### config.mk
export PLATFORM = sky130hd
export DESIGN_NAME = dram_seq
export DESIGN_NICKNAME = d
export VERILOG_FILES = /design/src/rtl/dram_seq_pkg.sv /design/src/rtl/dram_gap_timer.sv /design/src/rtl/dram_refresh_sched.sv /design/src/rtl/dram_addr_path.sv /design/src/rtl/dram_access_fsm.sv /design/src/rtl/dram_seq.sv
export SDC_FILE = /design/constraint.sdc
export NUM_CORES = 1
export LEC_CHECK = 0
export BUFFER_PORTS_ARGS = -buffer_cell sky130_fd_sc_hd__buf_2
export CAP_MARGIN = 40
export CORE_ASPECT_RATIO = 0.8
export CORE_UTILIZATION = 36
export CTS_CLUSTER_SIZE = 20
export DETAILED_ROUTE_END_ITERATION = 10
export GPL_ROUTABILITY_DRIVEN = 0
export PLACE_DENSITY = 0.63
export SLEW_MARGIN = 30
export SYNTH_ARGS = -nofsm -noshare
export SYNTH_HDL_FRONTEND = slang
export SYNTH_SLANG_ARGS = --single-unit
### constraint.sdc
create_clock -name clk -period 4.2 [get_ports clk]
set_input_delay 0.42 -clock clk [delete_from_list [all_inputs] [get_ports clk]]
set_output_delay 0.42 -clock clk [all_outputs]
set_load 0.01 [all_outputs]
### src/rtl/dram_seq_pkg.sv
package dram_seq_pkg;

  typedef enum logic [2:0] {
    ST_IDLE,
    ST_ROW,
    ST_RAS,
    ST_COL,
    ST_CAS,
    ST_END
  } seq_state_t;

  // Round a nanosecond figure up to whole clock cycles.
  function automatic int ns_to_cyc(input int ns, input int clk_ns);
    return (ns + clk_ns - 1) / clk_ns;
  endfunction

  function automatic int imax(input int a, input int b);
    return (a > b) ? a : b;
  endfunction

  function automatic int sat0(input int a);
    return (a > 0) ? a : 0;
  endfunction

endpackage

### src/rtl/dram_gap_timer.sv
module dram_gap_timer #(
  parameter int LIMIT = 4
) (
  input  logic clk,
  input  logic rst_n,
  input  logic start,
  output logic ok
);
  localparam int W = $clog2(LIMIT + 2);

  logic [W-1:0] cnt_q, cnt_d;

  always_comb begin
    cnt_d = cnt_q;
    if (start)
      cnt_d = '0;
    else if (cnt_q < W'(LIMIT))
      cnt_d = cnt_q + W'(1);
  end

  always_ff @(posedge clk or negedge rst_n) begin
    if (!rst_n) cnt_q <= W'(LIMIT);
    else        cnt_q <= cnt_d;
  end

  assign ok = (cnt_q >= W'(LIMIT));

endmodule

### src/rtl/dram_refresh_sched.sv
module dram_refresh_sched #(
  parameter int INTERVAL = 1560,
  parameter int ROW_W    = 9
) (
  input  logic             clk,
  input  logic             rst_n,
  input  logic             ack,
  input  logic             done,
  output logic             pend,
  output logic [ROW_W-1:0] row
);
  localparam int IW = $clog2(INTERVAL);

  logic [IW-1:0]    tick_q, tick_d;
  logic             pend_q, pend_d;
  logic [ROW_W-1:0] row_q, row_d;
  logic             wrap;

  assign wrap = (tick_q == IW'(INTERVAL - 1));

  always_comb begin
    tick_d = wrap ? '0 : tick_q + IW'(1);
    pend_d = pend_q;
    if (ack)  pend_d = 1'b0;
    if (wrap) pend_d = 1'b1;
    row_d  = row_q;
    if (done) row_d = row_q + ROW_W'(1);
  end

  always_ff @(posedge clk or negedge rst_n) begin
    if (!rst_n) begin
      tick_q <= '0;
      pend_q <= 1'b0;
      row_q  <= '0;
    end else begin
      tick_q <= tick_d;
      pend_q <= pend_d;
      row_q  <= row_d;
    end
  end

  assign pend = pend_q;
  assign row  = row_q;

endmodule

### src/rtl/dram_addr_path.sv
module dram_addr_path #(
  parameter int ROW_W  = 9,
  parameter int COL_W  = 9,
  parameter int DATA_W = 8
) (
  input  logic                   clk,
  input  logic                   rst_n,
  input  logic                   load,
  input  logic [ROW_W+COL_W-1:0] addr_in,
  input  logic [DATA_W-1:0]      wdata_in,
  input  logic                   sel_col,
  input  logic                   sel_ref,
  input  logic [ROW_W-1:0]       ref_row,
  output logic [ROW_W-1:0]       addr_out,
  output logic [DATA_W-1:0]      dq_out
);
  logic [ROW_W-1:0]  row_q;
  logic [COL_W-1:0]  col_q;
  logic [DATA_W-1:0] wd_q;

  always_ff @(posedge clk or negedge rst_n) begin
    if (!rst_n) begin
      row_q <= '0;
      col_q <= '0;
      wd_q  <= '0;
    end else if (load) begin
      row_q <= addr_in[ROW_W+COL_W-1:COL_W];
      col_q <= addr_in[COL_W-1:0];
      wd_q  <= wdata_in;
    end
  end

  always_comb begin
    if (sel_ref)      addr_out = ref_row;
    else if (sel_col) addr_out = ROW_W'(col_q);
    else              addr_out = row_q;
  end

  assign dq_out = wd_q;

endmodule

### src/rtl/dram_access_fsm.sv
module dram_access_fsm
  import dram_seq_pkg::*;
#(
  parameter int CW      = 3,
  parameter int T_ASR   = 1,
  parameter int T_RAH   = 1,
  parameter int T_ASC   = 1,
  parameter int CAS_CYC = 4,
  parameter int REF_RAS = 6
) (
  input  logic clk,
  input  logic rst_n,
  input  logic req_valid,
  input  logic req_write,
  input  logic req_late,
  input  logic ref_pend,
  input  logic rc_ok,
  input  logic pc_ok,
  output logic req_ready,
  output logic accept,
  output logic ref_ack,
  output logic ref_done,
  output logic ras_start,
  output logic cas_start,
  output logic sel_col,
  output logic sel_ref,
  output logic ras_n,
  output logic cas_n,
  output logic we_n,
  output logic oe_n,
  output logic dq_oe,
  output logic cap
);
  seq_state_t    state_q, state_d;
  logic [CW-1:0] cnt_q, cnt_d;
  logic          ref_q, ref_d;
  logic          wr_q, wr_d;
  logic          late_q, late_d;
  logic          last;
  logic          start_ref;
  logic          strobe_early, strobe_late, strobe_on;

  assign last      = (cnt_q == '0);
  assign req_ready = (state_q == ST_IDLE) && !ref_pend && rc_ok && pc_ok;
  assign accept    = req_ready && req_valid;
  assign start_ref = (state_q == ST_IDLE) && ref_pend && rc_ok;
  assign ref_ack   = start_ref;

  // Next state and phase counter
  always_comb begin
    state_d = state_q;
    cnt_d   = last ? cnt_q : cnt_q - CW'(1);
    ref_d   = ref_q;
    wr_d    = wr_q;
    late_d  = late_q;
    unique case (state_q)
      ST_IDLE: begin
        if (start_ref) begin
          state_d = ST_ROW;
          cnt_d   = CW'(T_ASR - 1);
          ref_d   = 1'b1;
          wr_d    = 1'b0;
          late_d  = 1'b0;
        end else if (accept) begin
          state_d = ST_ROW;
          cnt_d   = CW'(T_ASR - 1);
          ref_d   = 1'b0;
          wr_d    = req_write;
          late_d  = req_late;
        end
      end
      ST_ROW: if (last) begin
        state_d = ST_RAS;
        cnt_d   = ref_q ? CW'(REF_RAS - 1) : CW'(T_RAH - 1);
      end
      ST_RAS: if (last) begin
        state_d = ref_q ? ST_END : ST_COL;
        cnt_d   = CW'(T_ASC - 1);
      end
      ST_COL: if (last) begin
        state_d = ST_CAS;
        cnt_d   = CW'(CAS_CYC - 1);
      end
      ST_CAS: if (last) state_d = ST_END;
      ST_END: state_d = ST_IDLE;
      default: state_d = ST_IDLE;
    endcase
  end

  always_ff @(posedge clk or negedge rst_n) begin
    if (!rst_n) begin
      state_q <= ST_IDLE;
      cnt_q   <= '0;
      ref_q   <= 1'b0;
      wr_q    <= 1'b0;
      late_q  <= 1'b0;
    end else begin
      state_q <= state_d;
      cnt_q   <= cnt_d;
      ref_q   <= ref_d;
      wr_q    <= wr_d;
      late_q  <= late_d;
    end
  end

  // Strobe decode from registered state
  assign strobe_early = !late_q && ((state_q == ST_COL) || (state_q == ST_CAS));
  assign strobe_late  = late_q && (state_q == ST_CAS) && (cnt_q != CW'(CAS_CYC - 1));
  assign strobe_on    = !ref_q && (strobe_early || strobe_late);

  assign ras_n   = !((state_q == ST_RAS) || (state_q == ST_COL) || (state_q == ST_CAS));
  assign cas_n   = (state_q != ST_CAS);
  assign oe_n    = !(strobe_on && !wr_q);
  assign we_n    = !(strobe_on && wr_q);
  assign dq_oe   = wr_q && !ref_q && ((state_q == ST_COL) || (state_q == ST_CAS));
  assign sel_col = (state_q == ST_COL) || (state_q == ST_CAS);
  assign sel_ref = ref_q;
  assign cap     = (state_q == ST_CAS) && last && !wr_q;

  assign ras_start = (state_q == ST_ROW) && last;
  assign cas_start = (state_q == ST_COL) && last;
  assign ref_done  = (state_q == ST_END) && ref_q;

endmodule

### src/rtl/dram_seq.sv
module dram_seq
  import dram_seq_pkg::*;
#(
  parameter int ROW_W        = 9,
  parameter int COL_W        = 9,
  parameter int DATA_W       = 8,
  parameter int CLK_NS       = 10,
  parameter int T_RAC_NS     = 60,
  parameter int T_RC_NS      = 110,
  parameter int T_CAC_NS     = 15,
  parameter int T_PC_NS      = 35,
  parameter int T_ASR        = 1,
  parameter int T_RAH        = 1,
  parameter int T_ASC        = 1,
  parameter int REF_INTERVAL = 1560
) (
  input  logic                   clk,
  input  logic                   rst_n,
  input  logic                   req_valid,
  output logic                   req_ready,
  input  logic                   req_write,
  input  logic                   req_late,
  input  logic [ROW_W+COL_W-1:0] req_addr,
  input  logic [DATA_W-1:0]      req_wdata,
  output logic                   rd_valid,
  output logic [DATA_W-1:0]      rd_data,
  output logic [ROW_W-1:0]       dram_addr,
  output logic                   dram_ras_n,
  output logic                   dram_cas_n,
  output logic                   dram_we_n,
  output logic                   dram_oe_n,
  output logic [DATA_W-1:0]      dram_dq_o,
  output logic                   dram_dq_oe,
  input  logic [DATA_W-1:0]      dram_dq_i
);
  localparam int RAC_CYC = ns_to_cyc(T_RAC_NS, CLK_NS);
  localparam int RC_CYC  = ns_to_cyc(T_RC_NS, CLK_NS);
  localparam int CAC_CYC = ns_to_cyc(T_CAC_NS, CLK_NS);
  localparam int PC_CYC  = ns_to_cyc(T_PC_NS, CLK_NS);
  localparam int CAS_CYC = imax(imax(CAC_CYC, RAC_CYC - T_RAH - T_ASC), 2);
  localparam int RC_WAIT = sat0(RC_CYC - 1 - T_ASR);
  localparam int PC_WAIT = sat0(PC_CYC - 1 - T_ASR - T_RAH - T_ASC);
  localparam int MAXD    = imax(imax(imax(T_ASR, T_RAH), imax(T_ASC, CAS_CYC)), RAC_CYC);
  localparam int CW      = $clog2(MAXD + 1);

  logic             accept, ref_ack, ref_done, ref_pend;
  logic             ras_start, cas_start, rc_ok, pc_ok;
  logic             sel_col, sel_ref, cap;
  logic [ROW_W-1:0] ref_row;
  logic             rd_valid_q;
  logic [DATA_W-1:0] rd_data_q;

  dram_access_fsm #(
    .CW(CW), .T_ASR(T_ASR), .T_RAH(T_RAH), .T_ASC(T_ASC),
    .CAS_CYC(CAS_CYC), .REF_RAS(RAC_CYC)
  ) u_fsm (
    .clk(clk), .rst_n(rst_n),
    .req_valid(req_valid), .req_write(req_write), .req_late(req_late),
    .ref_pend(ref_pend), .rc_ok(rc_ok), .pc_ok(pc_ok),
    .req_ready(req_ready), .accept(accept), .ref_ack(ref_ack), .ref_done(ref_done),
    .ras_start(ras_start), .cas_start(cas_start),
    .sel_col(sel_col), .sel_ref(sel_ref),
    .ras_n(dram_ras_n), .cas_n(dram_cas_n), .we_n(dram_we_n), .oe_n(dram_oe_n),
    .dq_oe(dram_dq_oe), .cap(cap)
  );

  dram_gap_timer #(.LIMIT(RC_WAIT)) u_rc_timer (
    .clk(clk), .rst_n(rst_n), .start(ras_start), .ok(rc_ok)
  );

  dram_gap_timer #(.LIMIT(PC_WAIT)) u_pc_timer (
    .clk(clk), .rst_n(rst_n), .start(cas_start), .ok(pc_ok)
  );

  dram_refresh_sched #(.INTERVAL(REF_INTERVAL), .ROW_W(ROW_W)) u_refresh (
    .clk(clk), .rst_n(rst_n), .ack(ref_ack), .done(ref_done),
    .pend(ref_pend), .row(ref_row)
  );

  dram_addr_path #(.ROW_W(ROW_W), .COL_W(COL_W), .DATA_W(DATA_W)) u_addr (
    .clk(clk), .rst_n(rst_n), .load(accept),
    .addr_in(req_addr), .wdata_in(req_wdata),
    .sel_col(sel_col), .sel_ref(sel_ref), .ref_row(ref_row),
    .addr_out(dram_addr), .dq_out(dram_dq_o)
  );

  // Read return register
  always_ff @(posedge clk or negedge rst_n) begin
    if (!rst_n) begin
      rd_valid_q <= 1'b0;
      rd_data_q  <= '0;
    end else begin
      rd_valid_q <= cap;
      if (cap) rd_data_q <= dram_dq_i;
    end
  end

  assign rd_valid = rd_valid_q;
  assign rd_data  = rd_data_q;

endmodule

### Yosys cells after proc, flatten, opt, wreduce, memory -nomap -nowiden

Cells that the tools add are included.

| operators by class | value |
|---|---|
| add/sub/neg operators | 5 |
| magnitude comparators | 4 |
| equality and inequality tests | 13 |
| multiplexer cells | 31 |
| reductions and logical operators | 38 |

Operators by type and width:

| operator | number |
|---|---|
| $mux 3 | 14 |
| $logic_and 1x1->1 | 19 |
| $mux 9 | 2 |
| $pmux 3 s5 | 1 |
| $pmux 3 s4 | 1 |
| $add 11x1->11 const B | 1 |
| $eq 11x11->1 const B | 1 |
| $mux 11 | 1 |
| $mux 1 | 10 |
| $add 9x1->9 const B | 1 |
| $mux 4 | 2 |
| $ne 2x1->1 const B | 4 |
| $reduce_bool 2->1 | 4 |
| $logic_not 1->1 | 7 |
| $eq 3x2->1 const B | 2 |
| $eq 3x3->1 const B | 2 |
| $logic_not 3->1 | 2 |
| $ne 3x3->1 const B | 2 |
| $reduce_and 5->1 | 1 |
| $add 4x1->4 const B | 1 |
| $ge 4x4->1 const B | 1 |
| $logic_or 1x1->1 | 4 |
| $lt 4x4->1 const B | 1 |
| $eq 3x1->1 const B | 1 |
| 6 further kinds | 6 |

| word-level totals | value |
|---|---|
| register bits | 70 |
| input port bits | 39 |
| output and inout bits | 32 |
| logic and storage cells | 106 |

### Longest topological paths before layout

| logic depth | value |
|---|---|
| depth in word-level cells | 8 |
| mapped depth | 10 |
| depth with buffers taken out | 9 |

### Cells and area by module

Synthesis repeated with hierarchy kept, for this count alone.

| unflattened totals | value |
|---|---|
| cells, all modules | 283 |
| area, all modules | 3542.1 um2 |

Modules (own cells, without submodules):

| module | times used | cells an instance | area each (um2) | seq. area each (um2) |
|---|---|---|---|---|
| dram_addr_path | 1 | 85 | 1256.2 | 650.6 |
| dram_refresh_sched | 1 | 77 | 914.6 | 525.5 |
| dram_access_fsm | 1 | 76 | 747.0 | 225.2 |
| dram_seq | 1 | 18 | 356.6 | 225.2 |
| dram_gap_timer (u_rc_timer) | 1 | 25 | 256.5 | 102.6 |
| dram_gap_timer (u_pc_timer) | 1 | 2 | 11.3 | 0.0 |

### Least setup slack after synthesis

No wires, ideal clock.

| path | value |
|---|---|
| path type | flip-flop to flip-flop |
| start point | register u_rc_timer.cnt_q[1] |
| end point | register u_addr.col_q[0] |
| setup time | 0.125 ns |
| arrival | 1.873 ns |
| data required time | 4.075 ns |
| setup slack | 2.202 ns |
| stages on the path, launching flop included | 8 |
| buffers on the path | 1 |
| clock period less this slack | 1.998 ns |
| cell sequence | dfrtp_1 -> inv_1 -> ha_1 -> or3b_1 -> and4b_1 -> nand2_2 -> buf_4 -> mux2_2 |

| on the way | value |
|---|---|
| cells in the longest elaborated chain, start to end | 4 |

RTL lines:

| what | RTL line | text |
|---|---|---|
| start: declaration | dram_gap_timer.sv:11 | `logic [W-1:0] cnt_q, cnt_d;` |
| start signal: assignment | dram_gap_timer.sv:22 | `if (!rst_n) cnt_q <= W'(LIMIT);` |
| start signal: assignment | dram_gap_timer.sv:23 | `else cnt_q <= cnt_d;` |
| $ge 4x4->1 | dram_gap_timer.sv:26 | `assign ok = (cnt_q >= W'(LIMIT));` |
| $logic_and 1x1->1 (2 in series) | dram_access_fsm.sv:44 | `assign req_ready = (state_q == ST_IDLE) && !ref_pend && rc_ok && pc_ok;` |
| $logic_and 1x1->1 | dram_access_fsm.sv:45 | `assign accept = req_ready && req_valid;` |
| end signal: assignment | dram_addr_path.sv:28 | `col_q <= addr_in[COL_W-1:0];` |
| end: declaration | dram_addr_path.sv:18 | `logic [COL_W-1:0] col_q;` |

Every way passes these cells.
A chain may end at the register's enable or synchronous reset.

### Worst setup path after layout

| path | value |
|---|---|
| start point | register u_fsm.state_q[2] |
| end point | output dram_addr[4] |

| on the way | value |
|---|---|
| cells in the longest elaborated chain, start to end | 4 |
| elaborated cells between the ends (all ways) | 5 |
| those cells by class | eq/ne (2); mux (2); reduce/logical (1) |

RTL lines:

| what | RTL line | text |
|---|---|---|
| start: declaration | dram_access_fsm.sv:34 | `seq_state_t state_q, state_d;` |
| start signal: assignment | dram_access_fsm.sv:98 | `state_q <= state_d;` |
| $eq 3x2->1 / $eq 3x3->1 (equally long branches) | dram_access_fsm.sv:116 | `assign sel_col = (state_q == ST_COL) \|\| (state_q == ST_CAS);` |
| $logic_or 1x1->1 (*) | dram_access_fsm.sv:116 |  |
| $mux 9 (*) | dram_addr_path.sv:35 | `else if (sel_col) addr_out = ROW_W'(col_q);` |
| $mux 9 (*) | dram_addr_path.sv:34 | `if (sel_ref) addr_out = ref_row;` |
| end: declaration | dram_seq.sv:27 | `output logic [ROW_W-1:0] dram_addr,` |

Every way passes the cells marked *; elsewhere a longest branch is shown, timed or not.

==> results.py <==
metrics = {
    "yosys": {
        "synth_top_family_by_area": "multiplexers",
        "syn_area_um2": 3270,
        "synth_edf_count": 0,
        "ys_ff_latch": 69,
        "yosysSeqAreaShare_pct": 52.8,
        "syn-instance-count": 277,
        "synthMuxAreaShare_pct": 16.7,
        "yosys.area_share.simple_pct": 14.3,
        "yosys.area.top_type_share_pct": 51.2,
        "netlist_top_cells_count": "dfrtp_1, mux2_2, nor2_1, nand2_1, o21ai_0",
        "synth_compound_area_share_pct": 4.86,
        "synth_top_cell_by_area": "dfrtp_1",
        "syn-num-nets": 326,
        "yosys.cell_count.top_type": "dfrtp_1",
        "synth_ff_type": "dfrtp_1",
        "async_flop_share_pct": 100,
        "avgSynthCellArea_um2": 11.8,
        "yosysWarnings": 0,
        "yosysUniqueCellTypes": 45,
        "synth_xor_area_share_pct": 4.82,
        "synth_fa_ha_area_share_pct": 3.82,
        "yosys-top-cells-area": "dfrtp_1, mux2_2, ha_1, mux2_4, mux2i_1",
    },
    "finish": {
        "drive_above_1_share_pct": 35.8,
        "final_cell_area_um2": 4030,
        "area_growth_pct": 23.0,
        "fill_cells": 801,
        "seq_area_um2": 1730,
        "fin_nets": 399,
        "multi_input_area_um2": 1450,
        "antennaDiodeCount": 0,
    },
    "critical_path": {
        "crit_type": "reg -> out",
        "cp_cell_sequence": "or3b_1 -> nand2_2 -> mux2i_1 -> o21ai_0 -> buf_2",
        "max_stage_delay_ns": 0.62,
        "crit_start": "u_fsm.state_q[2]$_DFFE_PN0P_",
        "rr_startpoint": "u_fsm.cnt_q[0]$_DFF_PN0_",
        "slowest_stage": "dfrtp_1",
        "cp_max_fo": 16,
        "cp-end-kind": "output port",
        "critPathLaunchType": "flop",
        "rr_endpoint": "rd_data[0]$_DFFE_PN0P_",
        "reg2regPathDepth": 6,
        "crit_arrival_ns": 2.24,
        "crit_required_ns": 3.78,
        "r2r_slack_ns": 1.75,
    },
    "route": {
        "wl_um": 6460,
        "drc_errors": 0,
        "wl_per_cell_um": 13.8,
        "via_per_inst": 4.93,
        "vias": 2303,
        "drt_iter0_markers": 100,
        "detail-route-antenna-nets": 0,
        "dr.pass1.iters": 4,
    },
    "grt": {
        "grt_pass1_vias": 2261,
        "grt_max_degree": 47,
        "grt.total_usage_pct": 15.2,
        "grt_antenna_before_repair": 0,
        "overflow": 0,
        "grt_pass1_wl_um": 10700,
    },
    "run_status": {
        "status": "complete, no violations",
    },
    "sta": {
        "layout_min_cycle_time_ns": 2.66,
        "setup_viol": 0,
        "slew_headroom_pct": 55.2,
        "slew_violations": 0,
        "setup_tns_ns": 0,
        "tightest_slew_ns": 0.671,
        "final-hold-violation-count": 0,
        "fin_worst_skew_ns": 0.00468,
        "timing.final.crit_share_pct": 63.3,
        "rsz0062_at_grt": "false",
        "fmax_mhz": 376,
    },
    "floorplan": {
        "pin_count": 71,
        "dieArea_um2": 9480,
        "die_h_um": 87.3,
        "core-area_um2": 8630,
        "die_x_um": 109,
        "num_rows": 30,
        "start_util_pct": 37.9,
    },
    "clocking": {
        "clk_pin_slew_ns": 0.05,
        "hold_buffers": 0,
        "cts_buffers": 9,
        "cts_buffer_depth": 2,
        "cts_resized": 0,
        "cts_setup_buffers": 0,
        "cts.sinks": 69,
        "cts_tree": "yes",
        "clk_latency_ns": 0.33,
        "root_buffer": "clkbuf_16",
        "cts_max_level": 3,
    },
    "power_and_ir_drop": {
        "power_frac_clock_pct": 27.8,
        "vdd_drop_max_uv": 331,
        "comb_power_share_pct": 33.8,
        "power_density_nw_per_um2": 672,
        "swShare_pct": 32.2,
        "leakagePower_nw": 1.91,
        "power_frac_seq_pct": 38.4,
        "switchingPower_w": 0.000869,
        "intPower_w": 0.00183,
    },
    "min_path": {
        "hold_path.class": "in -> async",
    },
    "placed_design": {
        "dp_hpwl_um": 4600,
        "io_buffers": 70,
        "placed_area_um2": 3710,
    },
    "run": {
        "drv_cap": 0,
    },
}
layout by cell type (no fill, tap or decap), types with 9 or more instances in the layout:
| master | netlist | routed |
|---|---|---|
| buf_2 | 1 | 69 |
| dfrtp_1 | 67 | 67 |
| mux2_2 | 27 | 27 |
| nor2_1 | 22 | 22 |
| nand2_1 | 21 | 21 |
| o21ai_0 | 14 | 14 |
| nand3_1 | 12 | 12 |
| mux2i_1 | 11 | 11 |
| xnor2_1 | 10 | 10 |
| ha_1 | 10 | 10 |
| clkbuf_16 | 0 | 9 |
worst max-delay path, delay by kind of cell, from the launching register on:
family                 cells  cell delay, ns
and+or+nand+nor            2            0.80
DFF                        1            0.62
muxes                      1            0.23
buffers and inverters      1            0.15
AOI/OAI and AO/OA          1            0.10
sequential cells by signal, summed over array words and instances (netlist names), 3 cells and up:
register and count:
u_refresh.row 9, u_addr.col_q 9, u_rc_timer.cnt_q 4, rd_data 8, u_fsm.cnt_q 3, u_refresh.tick_q 11, u_addr.dq_out 8, u_addr.row_q 9
u_fsm.state_q 3
metal layers:
layer | GRT usage [%] | share of wire [%] | up-vias
met5 | 0 | 0 | -
li1 | - | - | 1124
met1 | 19.8 | 48 | 1114
met2 | 23.5 | 45 | 56
met3 | 4.71 | 5.0 | 9
met4 | 6.63 | 1.6 | 0
cell families after synthesis:
logic type      count (synthesis)
simple gates                   89
flops                          69
mux                            47
compound gates                 27
xor+xnor                       18
buf+inv                        17
fa+ha+maj                      10
power by group through the flow:
stage	registers, W	logic, W	clock network (W)
after floorplan	0.00102	0.000655	0
after global placement	0.00104	0.000910	0
after detailed placement	0.00105	0.000931	0
after CTS	0.00104	0.000931	0.000775
after global routing	0.00107	0.00103	0.000798
final	0.00104	0.000913	0.000751
how the worst max path moves through the flow:
stage / end / slack, ns / cells after the start
after global routing: dram_addr[2] / 1.37 / 5
after floorplan: u_addr.col_q[0]$_DFFE_PN0P_ / 2.20 / 7
after CTS: dram_addr[4] / 1.49 / 5
after detailed placement: rd_data[5]$_DFFE_PN0P_ / 1.74 / 6
final: dram_addr[4] / 1.54 / 5
after global placement: rd_data[7]$_DFFE_PN0P_ / 1.85 / 6
per-stage QoR:
step                hold WS, ns  cells  total power [W]  util [%]  worst slack (ns)
floorplan                 0.124    277          0.00168         -              2.20
global placement          0.467    450          0.00195      42.9              1.85
detailed placement        0.464    450          0.00198      43.0              1.74
CTS                       0.109    466          0.00275      46.5              1.49
global route              0.136    467          0.00290      46.6              1.37
finish                   0.0876    467          0.00270      46.6              1.54
layout make-up:
type,instances,area share (%)
Sequential cell,69,43.0
Multi-Input combinational cell,191,36.1
Timing Repair Buffer,72,9.23
Clock buffer,12,6.37
Tap cell,112,3.48
Clock inverter,4,1.18
Inverter,7,0.653
Power figures use the tool's default switching activity.
